$ cat config.mk
export PLATFORM = sky130hd
export DESIGN_NAME = perm_restrict_unit
export DESIGN_NICKNAME = d
export VERILOG_FILES = /design/src/rtl/perm_restrict_pkg.sv /design/src/rtl/restrict_bank.sv /design/src/rtl/class_field_sel.sv /design/src/rtl/perm_combine.sv /design/src/rtl/perm_restrict_unit.sv
export SDC_FILE = /design/constraint.sdc
export NUM_CORES = 1
export LEC_CHECK = 0
export BUFFER_PORTS_ARGS = -buffer_cell sky130_fd_sc_hd__buf_4
export CAP_MARGIN = 20
export CORE_MARGIN = 2
export CORE_UTILIZATION = 35
export CTS_BUF_LIST = sky130_fd_sc_hd__clkbuf_4 sky130_fd_sc_hd__clkbuf_8
export DETAILED_ROUTE_END_ITERATION = 12
export PLACE_DENSITY = 0.63
export SYNTH_ARGS = -nofsm -noshare
export SYNTH_HDL_FRONTEND = slang
export SYNTH_SLANG_ARGS = --single-unit
$ cat constraint.sdc
create_clock -name clk -period 4.4 [get_ports clk]
set_input_delay 0.44 -clock clk [delete_from_list [all_inputs] [get_ports clk]]
set_output_delay 0.44 -clock clk [all_outputs]
set_load 0.02 [all_outputs]
$ cat src/rtl/perm_restrict_pkg.sv
package perm_restrict_pkg;
   localparam int PERM_BITS = 3;
   localparam int BIT_READ  = 0;
   localparam int BIT_WRITE = 1;
   localparam int BIT_EXEC  = 2;
   typedef logic [PERM_BITS-1:0] perm_t;
endpackage

$ cat src/rtl/restrict_bank.sv
module restrict_bank #(
   parameter int NUM_THREADS = 4,
   parameter int REG_W       = 24,
   localparam int THREAD_W   = $clog2(NUM_THREADS)
) (
   input  logic                clk,
   input  logic                rst_n,
   input  logic                wr_en,
   input  logic [THREAD_W-1:0] wr_thread,
   input  logic [REG_W-1:0]    wr_data,
   input  logic [THREAD_W-1:0] rd_thread,
   output logic [REG_W-1:0]    rd_data
);
   logic [NUM_THREADS*REG_W-1:0] bank_flat;

   for (genvar t = 0; t < NUM_THREADS; t++) begin : g_thr
      logic [REG_W-1:0] q;
      logic             hit;
      assign hit = wr_en && (wr_thread == THREAD_W'(t));
      always_ff @(posedge clk or negedge rst_n) begin
         if (!rst_n)   q <= '0;
         else if (hit) q <= wr_data;
      end
      assign bank_flat[t*REG_W +: REG_W] = q;
   end

   assign rd_data = bank_flat[rd_thread*REG_W +: REG_W];
endmodule

$ cat src/rtl/class_field_sel.sv
module class_field_sel #(
   parameter int NUM_CLASSES = 8,
   parameter int FIELD_W     = 3,
   localparam int CLASS_W    = $clog2(NUM_CLASSES),
   localparam int REG_W      = NUM_CLASSES * FIELD_W
) (
   input  logic [REG_W-1:0]   reg_in,
   input  logic [CLASS_W-1:0] cls,
   output logic [FIELD_W-1:0] field_out
);
   logic [FIELD_W-1:0] fields [NUM_CLASSES];

   for (genvar c = 0; c < NUM_CLASSES; c++) begin : g_fld
      assign fields[c] = reg_in[c*FIELD_W +: FIELD_W];
   end

   assign field_out = fields[cls];
endmodule

$ cat src/rtl/perm_combine.sv
module perm_combine
   import perm_restrict_pkg::*;
(
   input  logic  valid,
   input  perm_t dflt,
   input  perm_t remove,
   input  perm_t access,
   output perm_t eff,
   output logic  fault,
   output perm_t cause
);
   perm_t missing;
   assign eff     = dflt & ~remove;
   assign missing = access & ~eff;
   assign cause   = valid ? missing : '0;
   assign fault   = |cause;
endmodule

$ cat src/rtl/perm_restrict_unit.sv
module perm_restrict_unit
   import perm_restrict_pkg::*;
#(
   parameter int NUM_THREADS = 4,
   parameter int NUM_CLASSES = 8,
   parameter bit REG_OUT     = 1'b0,
   localparam int THREAD_W   = $clog2(NUM_THREADS),
   localparam int CLASS_W    = $clog2(NUM_CLASSES),
   localparam int REG_W      = NUM_CLASSES * PERM_BITS
) (
   input  logic                clk,
   input  logic                rst_n,
   input  logic                wr_en,
   input  logic [THREAD_W-1:0] wr_thread,
   input  logic [REG_W-1:0]    wr_data,
   input  logic [THREAD_W-1:0] thread_sel,
   input  logic                req_valid,
   input  logic [CLASS_W-1:0]  req_class,
   input  logic [2:0]          req_default,
   input  logic [2:0]          req_access,
   output logic [2:0]          eff_perm,
   output logic                fault,
   output logic [2:0]          fault_cause
);
   if (NUM_THREADS < 2) begin : g_chk_thr
      $error("perm_restrict_unit: NUM_THREADS must be at least 2");
   end
   if (NUM_CLASSES < 2) begin : g_chk_cls
      $error("perm_restrict_unit: NUM_CLASSES must be at least 2");
   end
   if ((1 << THREAD_W) != NUM_THREADS) begin : g_chk_pow
      $error("perm_restrict_unit: NUM_THREADS must be a power of two");
   end

   logic [REG_W-1:0] active_reg;
   perm_t            remove_mask;
   perm_t            eff_c, cause_c;
   logic             fault_c;

   restrict_bank #(.NUM_THREADS(NUM_THREADS), .REG_W(REG_W)) u_bank (
      .clk       (clk),
      .rst_n     (rst_n),
      .wr_en     (wr_en),
      .wr_thread (wr_thread),
      .wr_data   (wr_data),
      .rd_thread (thread_sel),
      .rd_data   (active_reg)
   );

   class_field_sel #(.NUM_CLASSES(NUM_CLASSES), .FIELD_W(PERM_BITS)) u_sel (
      .reg_in    (active_reg),
      .cls       (req_class),
      .field_out (remove_mask)
   );

   perm_combine u_comb (
      .valid  (req_valid),
      .dflt   (req_default),
      .remove (remove_mask),
      .access (req_access),
      .eff    (eff_c),
      .fault  (fault_c),
      .cause  (cause_c)
   );

   if (REG_OUT) begin : g_out_reg
      always_ff @(posedge clk or negedge rst_n) begin
         if (!rst_n) begin
            eff_perm    <= '0;
            fault       <= 1'b0;
            fault_cause <= '0;
         end else begin
            eff_perm    <= eff_c;
            fault       <= fault_c;
            fault_cause <= cause_c;
         end
      end
   end else begin : g_out_comb
      assign eff_perm    = eff_c;
      assign fault       = fault_c;
      assign fault_cause = cause_c;
   end
endmodule

==> results.json, run 1 <==
{
  "outcome": "completed",
  "crit_buf_inv": 2,
  "fin_ws_ns": 1.423,
  "firstDrtPassIters": 4,
  "synth_nets": 334,
  "drc": 0,
  "core_area_sq_um": 12520,
  "rsz0062_at_grt": "false",
  "synthToLayoutAreaGrowth_pct": 16.03,
  "peakVddDrop_v": 0.0001613,
  "syn_area_sq_um": 4464,
  "drt.antenna.violating_nets": 0,
  "cts_resized": 0,
  "pwr-share-clk_pct": 27.0,
  "grt_pass1_wl_microns": 14900,
  "synth.area.top_cells": "dfrtp_1 (54%), mux2_2 (25%), mux4_2 (7.1%)",
  "endpoint_kind": "primary output",
  "place_worst_setup_slack_ns": 1.401,
  "track_usage_pct": 14.49,
  "nNetsFinal": 380,
  "path_class": "input pin to primary output",
  "gp_congestion": 0.7548,
  "rows": 41,
  "post_drt_wl_per_cell_microns": 17.86,
  "placed_cells": 500,
  "ys_seq_elements": 96,
  "viasPerCell": 5.050,
  "cp_max_fo": 30,
  "grt_overflow": 0,
  "start_kind": "input pin",
  "avgSynthCellArea_sq_um": 15.24,
  "finalNonFillerCells": 515,
  "largest_reg_flops": 96,
  "clock.fmax_mhz": 335.9,
  "seq_power_share_pct": 53.4,
  "worst_path_most_repeated_cell": "buf_4",
  "clockBufferDepth": 2,
  "worst_slew_pin_slew_ns": 0.7770,
  "diodes": 0,
  "power.net_switching_uw": 526.4,
  "ys_types": 30,
  "required_ns": 3.96,
  "power_frac_comb_pct": 19.6,
  "die_y_microns": 116.9,
  "antenna_found_initial": 0,
  "num_vias": 2601,
  "cts_sinks": 96,
  "drt-initial-drc-count": 204,
  "fin_worst_skew_ns": 0,
  "hold_violations": 0,
  "cp_top_family": "compound AO/OA/AOI/OAI gates",
  "reg_top3": "u_bank.g_thr.q: 96 flops",
  "cp_slowest_cell": "o41ai_1",
  "yosys.area.top_type": "dfrtp_1",
  "cts_buffers": 9,
  "ys_warn_count": 0,
  "drive_above_1_share_pct": 53.35,
  "io_pins": 48,
  "ys_seq_area_share_pct": 53.81,
  "drv_cap": 0,
  "port_buffers": 47,
  "grt_max_degree": 62,
  "cts_setup_buffers": 0,
  "finalMaxSlewViolations": 0,
  "period_share_pct": 67.65,
  "power.internal_mw": 1.590,
  "synth_cells": 293,
  "pwr_density_cell_nw_per_um2": 408.6,
  "cp.arrival_ns": 2.54,
  "swShare_pct": 24.87,
  "largest-register": "u_bank.g_thr.q",
  "clock_latency_ns": 0.34,
  "layout_min_cycle_time_ns": 2.977,
  "hp-class": "input pin to async pin",
  "cts_tree": "built",
  "die_x_microns": 116.9,
  "die_area_sq_um": 13680,
  "ctsHoldBuffers": 0,
  "p_leak_nw": 2.243,
  "dp_hpwl_microns": 6118,
  "setup_tns_ns": 0,
  "synth.top_cell.area_share_pct": 53.81,
  "cts_root_buf": "clkbuf_8",
  "wirelength_microns": 9196,
  "start_util_pct": 35.67,
  "crit_path_max_incr_delay_ns": 0.63,
  "clk_pin_slew_worst_paths_ns": 0.09,
  "grt_pass1_vias": 2766,
  "max-slew-margin-rel_pct": 48.20,
  "htreeDepth": 3,
  "setup_viol": 0,
  "worstPathCellList": "buf_4, mux4_2, mux2i_1, and3_1, o41ai_1, nand3_1, o211ai_2, buf_4"
}
-- stage by stage --
stage / cell area [sq um] / total power, mW / utilization (%) / hold slack (ns)
after floorplan: 4464 / 1.422 / - / 0.1444
after global placement: 4985 / 1.548 / 39.82 / 0.4818
after detailed placement: 4985 / 1.571 / 39.82 / 0.4887
after CTS: 5180 / 2.147 / 41.38 / 0.1972
after global routing: 5180 / 2.231 / 41.38 / 0.2310
final: 5180 / 2.117 / 41.38 / 0.1708
-- worst paths after layout --
path                                              startpoint                                 to  slack (ns)  cells after the start
max in group asynchronous                              rst_n   u_bank.g_thr[1].q[1]$_DFFE_PN0P_        3.28                      2
min reg2reg                u_bank.g_thr[0].q[22]$_DFFE_PN0P_  u_bank.g_thr[0].q[22]$_DFFE_PN0P_        0.51                      1
min in group clk                                  wr_data[9]   u_bank.g_thr[1].q[9]$_DFFE_PN0P_        0.35                      2
min                                                    rst_n   u_bank.g_thr[0].q[6]$_DFFE_PN0P_        0.17                      1
max                                             req_class[0]                              fault        1.42                      8
max reg2reg                u_bank.g_thr[1].q[20]$_DFFE_PN0P_  u_bank.g_thr[1].q[20]$_DFFE_PN0P_        3.62                      1
-- logic make-up (layout without fill, tap and decap cells) --
logic type             count (synthesis)  after routing  synth area share, %
AO/OA/AOI/OAI                         17             17                2.831
buffers and inverters                 20             70                2.270
flip-flops                            96             96                53.81
multiplexers                         134            134                37.81
AND/OR/NAND/NOR                       26             26                3.280
-- layer usage --
layer | up-vias | track usage [%] | wire length [microns]
li1 | 1183 | - | -
met1 | 1375 | 18.76 | 4114
met2 | 35 | 25.24 | 4685
met3 | 8 | 2.317 | 285
met4 | 0 | 4.235 | 110
met5 | - | 0 | 0
-- power by group through the flow --
stage               combinational [mW]  clock [mW]  sequential (mW)
finish                           0.414       0.572             1.13
global route                     0.453       0.626             1.15
CTS                              0.424       0.592             1.13
detailed placement               0.423           0             1.15
global placement                 0.408           0             1.14
floorplan                        0.306           0             1.12
-- cell usage in the layout (no fill, tap or decap), types with 4 or more instances in the layout --
cell type / netlist / final
a21oi_1: 4 / 4
a22oi_1: 5 / 5
buf_4: 4 / 52
clkbuf_8: 0 / 10
dfrtp_1: 96 / 96
mux2_2: 98 / 98
mux2i_1: 19 / 19
mux4_2: 14 / 14
nand2_1: 7 / 7
-- cell type report --
type | instances | area [sq um]
flip-flops and latches | 96 | 2402
repair buffers | 52 | 390.4
multi-input cells | 177 | 1966
fillers | 1179 | 7337
clock inverters | 3 | 42.54
inverters | 3 | 11.26
clock buffers | 12 | 152.6
well taps | 172 | 215.2
-- Yosys cell counts, drive strengths merged --
| library cell | number |
|---|---|
| a2bb2oi | 1 |
| nor2 | 2 |
| and3 | 1 |
| a22oi | 5 |
| mux4 | 17 |
| o21ai | 1 |
| and2b | 1 |
| mux2i | 19 |
| o41ai | 1 |
| nand3 | 3 |
| nor2b | 2 |
| clkbuf | 8 |
| inv | 3 |
| a2111oi | 1 |
| mux2 | 98 |
| dfrtp | 96 |
| nand2 | 7 |
| or2 | 1 |
| buf | 9 |
| a21oi | 4 |
| nor3b | 4 |
| nand2b | 1 |
| nand3b | 3 |
| o211ai | 1 |
| and2 | 1 |
| a31oi | 3 |
Power figures use the tool's default switching activity.
==> run 2: changes to the inputs <==
==> constraint.sdc (replaced) <==
create_clock -name clk -period 2.74 [get_ports clk]
set_input_delay 0.274 -clock clk [delete_from_list [all_inputs] [get_ports clk]]
set_output_delay 0.274 -clock clk [all_outputs]
set_load 0.02 [all_outputs]
==> results.json, run 2 (synthesized netlist as in run 1, its figures left out) <==
{
  "cts_sinks": 96,
  "hp-class": "input pin to flop",
  "cp.arrival_ns": 2.37,
  "hold_violations": 0,
  "grt_overflow": 0,
  "rsz0062_at_grt": "false",
  "grt_pass1_wl_microns": 14640,
  "drive_above_1_share_pct": 54.05,
  "start_util_pct": 35.67,
  "grt_max_degree": 81,
  "dp_hpwl_microns": 6138,
  "clockBufferDepth": 2,
  "firstDrtPassIters": 4,
  "layout_min_cycle_time_ns": 2.645,
  "drt-initial-drc-count": 128,
  "final_common_cell": "mux2_2",
  "finalMaxSlewViolations": 0,
  "fin_worst_skew_ns": 0,
  "outcome": "completed",
  "endpoint_kind": "primary output",
  "drt.antenna.violating_nets": 0,
  "synthToLayoutAreaGrowth_pct": 17.52,
  "core_area_sq_um": 12520,
  "place_worst_setup_slack_ns": 0.1487,
  "drc": 0,
  "cts_buffers": 9,
  "wirelength_microns": 9040,
  "peakVddDrop_v": 0.0002601,
  "p_leak_nw": 2.272,
  "start_kind": "flop",
  "die_x_microns": 116.9,
  "reg_top3": "u_bank.g_thr.q: 96 flops",
  "setup_viol": 0,
  "setup_tns_ns": 0,
  "cts_setup_buffers": 0,
  "num_vias": 2638,
  "track_usage_pct": 14.27,
  "rows": 41,
  "io_pins": 48,
  "post_drt_wl_per_cell_microns": 17.45,
  "fin_ws_ns": 0.09455,
  "die_y_microns": 116.9,
  "largest-register": "u_bank.g_thr.q",
  "drv_cap": 0,
  "port_buffers": 47,
  "diodes": 0,
  "cts_tree": "built",
  "clk_pin_slew_worst_paths_ns": 0.09,
  "finalNonFillerCells": 518,
  "viasPerCell": 5.093,
  "required_ns": 2.47,
  "period_share_pct": 96.55,
  "largest_reg_flops": 96,
  "htreeDepth": 3,
  "nNetsFinal": 383,
  "die_area_sq_um": 13680,
  "cts_root_buf": "clkbuf_8",
  "final_cell_mix": "mux2_2 (98), dfrtp_1 (96), buf_4 (53), mux2i_1 (19), mux4_2 (14)",
  "worstHoldPathCells": 2,
  "cp_max_fo": 2,
  "clock.fmax_mhz": 378.0,
  "max-slew-margin-rel_pct": 67.42,
  "antenna_found_initial": 0,
  "rr_worst_depth": 1,
  "placed_cells": 502,
  "path_class": "flop to primary output",
  "worst_slew_pin_slew_ns": 0.4833,
  "clock_latency_ns": 0.35,
  "grt_pass1_vias": 2829,
  "pwr_density_cell_nw_per_um2": 656.8,
  "gp_congestion": 0.7638
}
[run 2: repair_timing]
action / CTS / global route
cloned: 0 / 0
endpoints found under the hold margin: 16 / 0
resized for setup: 1 / 2
hold buffers: 1 / 0
endpoints found under the setup margin: 2 / 2
pin swaps: 0 / 1
[run 2: path summary, 6_finish.rpt]
kind / slack (ns) / from / endpoint
min in group asynchronous: 0.32 / rst_n / u_bank.g_thr[3].q[3]$_DFFE_PN0P_
hold / removal: 0.17 / wr_data[23] / u_bank.g_thr[1].q[23]$_DFFE_PN0P_
max in group asynchronous: 1.74 / rst_n / u_bank.g_thr[2].q[12]$_DFFE_PN0P_
setup reg to reg: 1.97 / u_bank.g_thr[0].q[4]$_DFFE_PN0P_ / u_bank.g_thr[0].q[4]$_DFFE_PN0P_
hold reg to reg: 0.51 / u_bank.g_thr[2].q[10]$_DFFE_PN0P_ / u_bank.g_thr[2].q[10]$_DFFE_PN0P_
setup / recovery: 0.09 / u_bank.g_thr[3].q[8]$_DFFE_PN0P_ / fault
[run 2: power breakdown]
| group | switching, mW | internal (mW) |
|---|---|---|
| logic | 0.256 | 0.414 |
| registers | 0.133 | 1.68 |
| clock network | 0.456 | 0.502 |
[run 2: metal layers]
metal | track usage (%) | up-vias | part of all wire, %
met5 | 0 | - | 0
met4 | 4.157 | 0 | 1.1
met3 | 3.038 | 8 | 3.6
met2 | 24.39 | 46 | 51
met1 | 18.42 | 1389 | 44
li1 | - | 1195 | -
[run 2: worst max-delay path: stages, from the launching register on]
cell and delay (ns):
dfrtp_1 0.40, mux4_1 0.51, mux4_2 0.51, a2bb2oi_2 0.20, or2_2 0.15, o211ai_2 0.08
buf_4 0.17
[run 2: area by class of cell]
type	count	area (sq um)
multi-input combinational	177	1979
sequential	96	2402
fill	1187	7271
clock buffer	13	172.7
clock inverter	2	37.54
timing repair buffer	55	427.9
inverter	3	11.26
tap	172	215.2
[run 2: through the flow]
stage               power (mW)  hold slack, ns  area [sq um]  utilization [%]
global placement         2.493          0.1634          5012            40.04
global route             3.633          0.1558          5246            41.91
CTS                      3.488          0.1566          5234            41.81
floorplan                2.284        -0.02159          4464                -
finish                   3.446          0.1693          5246            41.91
detailed placement       2.521          0.1608          5012            40.04
==> run 3: changes to the inputs <==
--- a/config.mk
+++ b/config.mk
@@ -8,10 +8,10 @@
 export BUFFER_PORTS_ARGS = -buffer_cell sky130_fd_sc_hd__buf_4
 export CAP_MARGIN = 20
 export CORE_MARGIN = 2
-export CORE_UTILIZATION = 35
+export CORE_UTILIZATION = 61
 export CTS_BUF_LIST = sky130_fd_sc_hd__clkbuf_4 sky130_fd_sc_hd__clkbuf_8
 export DETAILED_ROUTE_END_ITERATION = 12
-export PLACE_DENSITY = 0.63
+export PLACE_DENSITY = 0.93
 export SYNTH_ARGS = -nofsm -noshare
 export SYNTH_HDL_FRONTEND = slang
 export SYNTH_SLANG_ARGS = --single-unit
==> results.json, run 3 (synthesized netlist as in run 1, its figures left out) <==
{
  "htreeDepth": 3,
  "rsz0062_at_grt": "false",
  "power_frac_comb_pct": 18.8,
  "largest-register": "u_bank.g_thr.q",
  "layout_min_cycle_time_ns": 2.617,
  "worst_slew_pin_slew_ns": 0.6473,
  "drc": 0,
  "firstDrtPassIters": 4,
  "grt_overflow": 0,
  "worstHoldPathCells": 2,
  "start_kind": "flop",
  "finalMaxSlewViolations": 0,
  "diodes": 0,
  "design_area_sq_um": 5176,
  "worstPathCellList": "mux4_1, mux4_2, a2bb2oi_2, or2_2, o211ai_2, buf_4",
  "rr_worst_depth": 1,
  "r2r_end": "u_bank.g_thr[1].q[11]$_DFFE_PN0P_",
  "post_drt_wl_per_cell_microns": 19.73,
  "crit_buf_inv": 1,
  "wirelength_microns": 8779,
  "cp.arrival_ns": 2.34,
  "place_worst_setup_slack_ns": 0.2658,
  "p_total_mw": 3.599,
  "clock.fmax_mhz": 382.1,
  "path_class": "flop to primary output",
  "fin_worst_skew_ns": 0,
  "num_vias": 2680,
  "power.internal_mw": 2.711,
  "synthToLayoutAreaGrowth_pct": 15.95,
  "swShare_pct": 24.68,
  "clock_latency_ns": 0.37,
  "fin_ws_ns": 0.1227,
  "required_ns": 2.47,
  "fin_worst_hold_slack_ns": 0.1541,
  "cp_max_fo": 2,
  "grt_pass1_vias": 2815,
  "outcome": "completed",
  "cts_sinks": 96,
  "gp_congestion": 0.7890,
  "min-delay-start": "wr_data[18]",
  "clockBufferDepth": 2,
  "pwr_density_cell_nw_per_um2": 695.4,
  "drt-initial-drc-count": 170,
  "max-slew-margin-rel_pct": 56.84,
  "track_usage_pct": 24.13,
  "core_area_sq_um": 7176,
  "port_buffers": 47,
  "final_common_cell": "mux2_2",
  "grt_pass1_wl_microns": 14150,
  "drv_cap": 0,
  "viasPerCell": 6.022,
  "dpl-instance-area_sq_um": 4913,
  "rows": 31,
  "final_cell_mix": "mux2_2 (98), dfrtp_1 (96), buf_4 (52), mux2i_1 (19), mux4_2 (14)",
  "clk_pin_slew_worst_paths_ns": 0.09,
  "start_util_pct": 62.21,
  "r2r-start": "u_bank.g_thr[1].q[11]$_DFFE_PN0P_",
  "p_leak_nw": 2.282,
  "peakVddDrop_v": 0.0003763,
  "cts_root_buf": "clkbuf_8",
  "power.net_switching_uw": 888.2,
  "nNetsFinal": 382,
  "endpoint_kind": "primary output",
  "setup_viol": 0,
  "cp_top_family": "multiplexers",
  "die_y_microns": 89.55,
  "antenna_found_initial": 0,
  "drt.antenna.violating_nets": 0,
  "die_area_sq_um": 8019,
  "io_pins": 48,
  "period_share_pct": 95.52,
  "dp_hpwl_microns": 5837,
  "seq_power_share_pct": 50.8,
  "hold_violations": 0,
  "grt_max_degree": 53,
  "holdPathEnd": "u_bank.g_thr[3].q[18]$_DFFE_PN0P_",
  "largest_reg_flops": 96,
  "cts_tree": "built",
  "drive_above_1_share_pct": 54.05,
  "crit_path_max_incr_delay_ns": 0.53,
  "cts_buffers": 9,
  "die_x_microns": 89.55,
  "reg_top3": "u_bank.g_thr.q: 96 flops",
  "reg2reg_setup_slack_ns": 1.93,
  "setup_tns_ns": 0,
  "cp_slowest_cell": "mux4_1",
  "hp-class": "input pin to flop",
  "pwr-share-clk_pct": 30.5
}
[run 3: cell types whose count changed in the layout (fill, tap and decap cells not counted)]
cell       before  now
clkbuf_8       12    9
bufinv_16       1    3
clkinv_2        0    2
buf_4          53   52
[run 3: how the worst max path moves through the flow]
stage / start / depth (start not counted) / endpoint
final: u_bank.g_thr[3].q[8]$_DFFE_PN0P_ / 6 / fault
after detailed placement: req_class[0] / 8 / fault
after floorplan: thread_sel[0] / 7 / fault
after global routing: u_bank.g_thr[0].q[13]$_DFFE_PN0P_ / 7 / fault
after global placement: thread_sel[1] / 7 / fault
after CTS: u_bank.g_thr[1].q[4]$_DFFE_PN0P_ / 7 / fault
[run 3: stage by stage]
step / util, % / std cells
floorplan: - / 293
global placement: 68.47 / 428
detailed placement: 68.47 / 428
CTS: 71.94 / 445
global route: 72.14 / 445
finish: 72.14 / 445
[run 3: routing by layer]
layer / track usage (%) / share of wire [%] / wire length, microns
met1: 31.93 / 42 / 3713
met5: 0 / 0 / 0
met2: 39.44 / 52 / 4549
met4: 10.45 / 1.9 / 164
met3: 4.247 / 4.0 / 350
[run 3: power groups by stage]
stage / Combinational, mW / Sequential (mW) / Clock, mW
after detailed placement: 0.674 / 1.85 / 0
after global routing: 0.737 / 1.86 / 1.18
after global placement: 0.643 / 1.84 / 0
after CTS: 0.680 / 1.82 / 1.11
after floorplan: 0.491 / 1.79 / 0
final: 0.675 / 1.83 / 1.10
[run 3: area by class of cell]
type	instances	area [sq um]
tap	99	123.9
timing repair buffer	54	420.4
sequential	96	2402
inverter	3	11.26
multi-input combinational	177	1979
clock inverter	6	107.6
clock buffer	10	131.4
fill	454	1999
[run 3: what timing repair did]
action	in CTS	in global routing
hold buffers	1	0
resized for setup	0	3
endpoints found under the hold margin	51	0
endpoints found under the setup margin	0	2
setup buffers	0	0
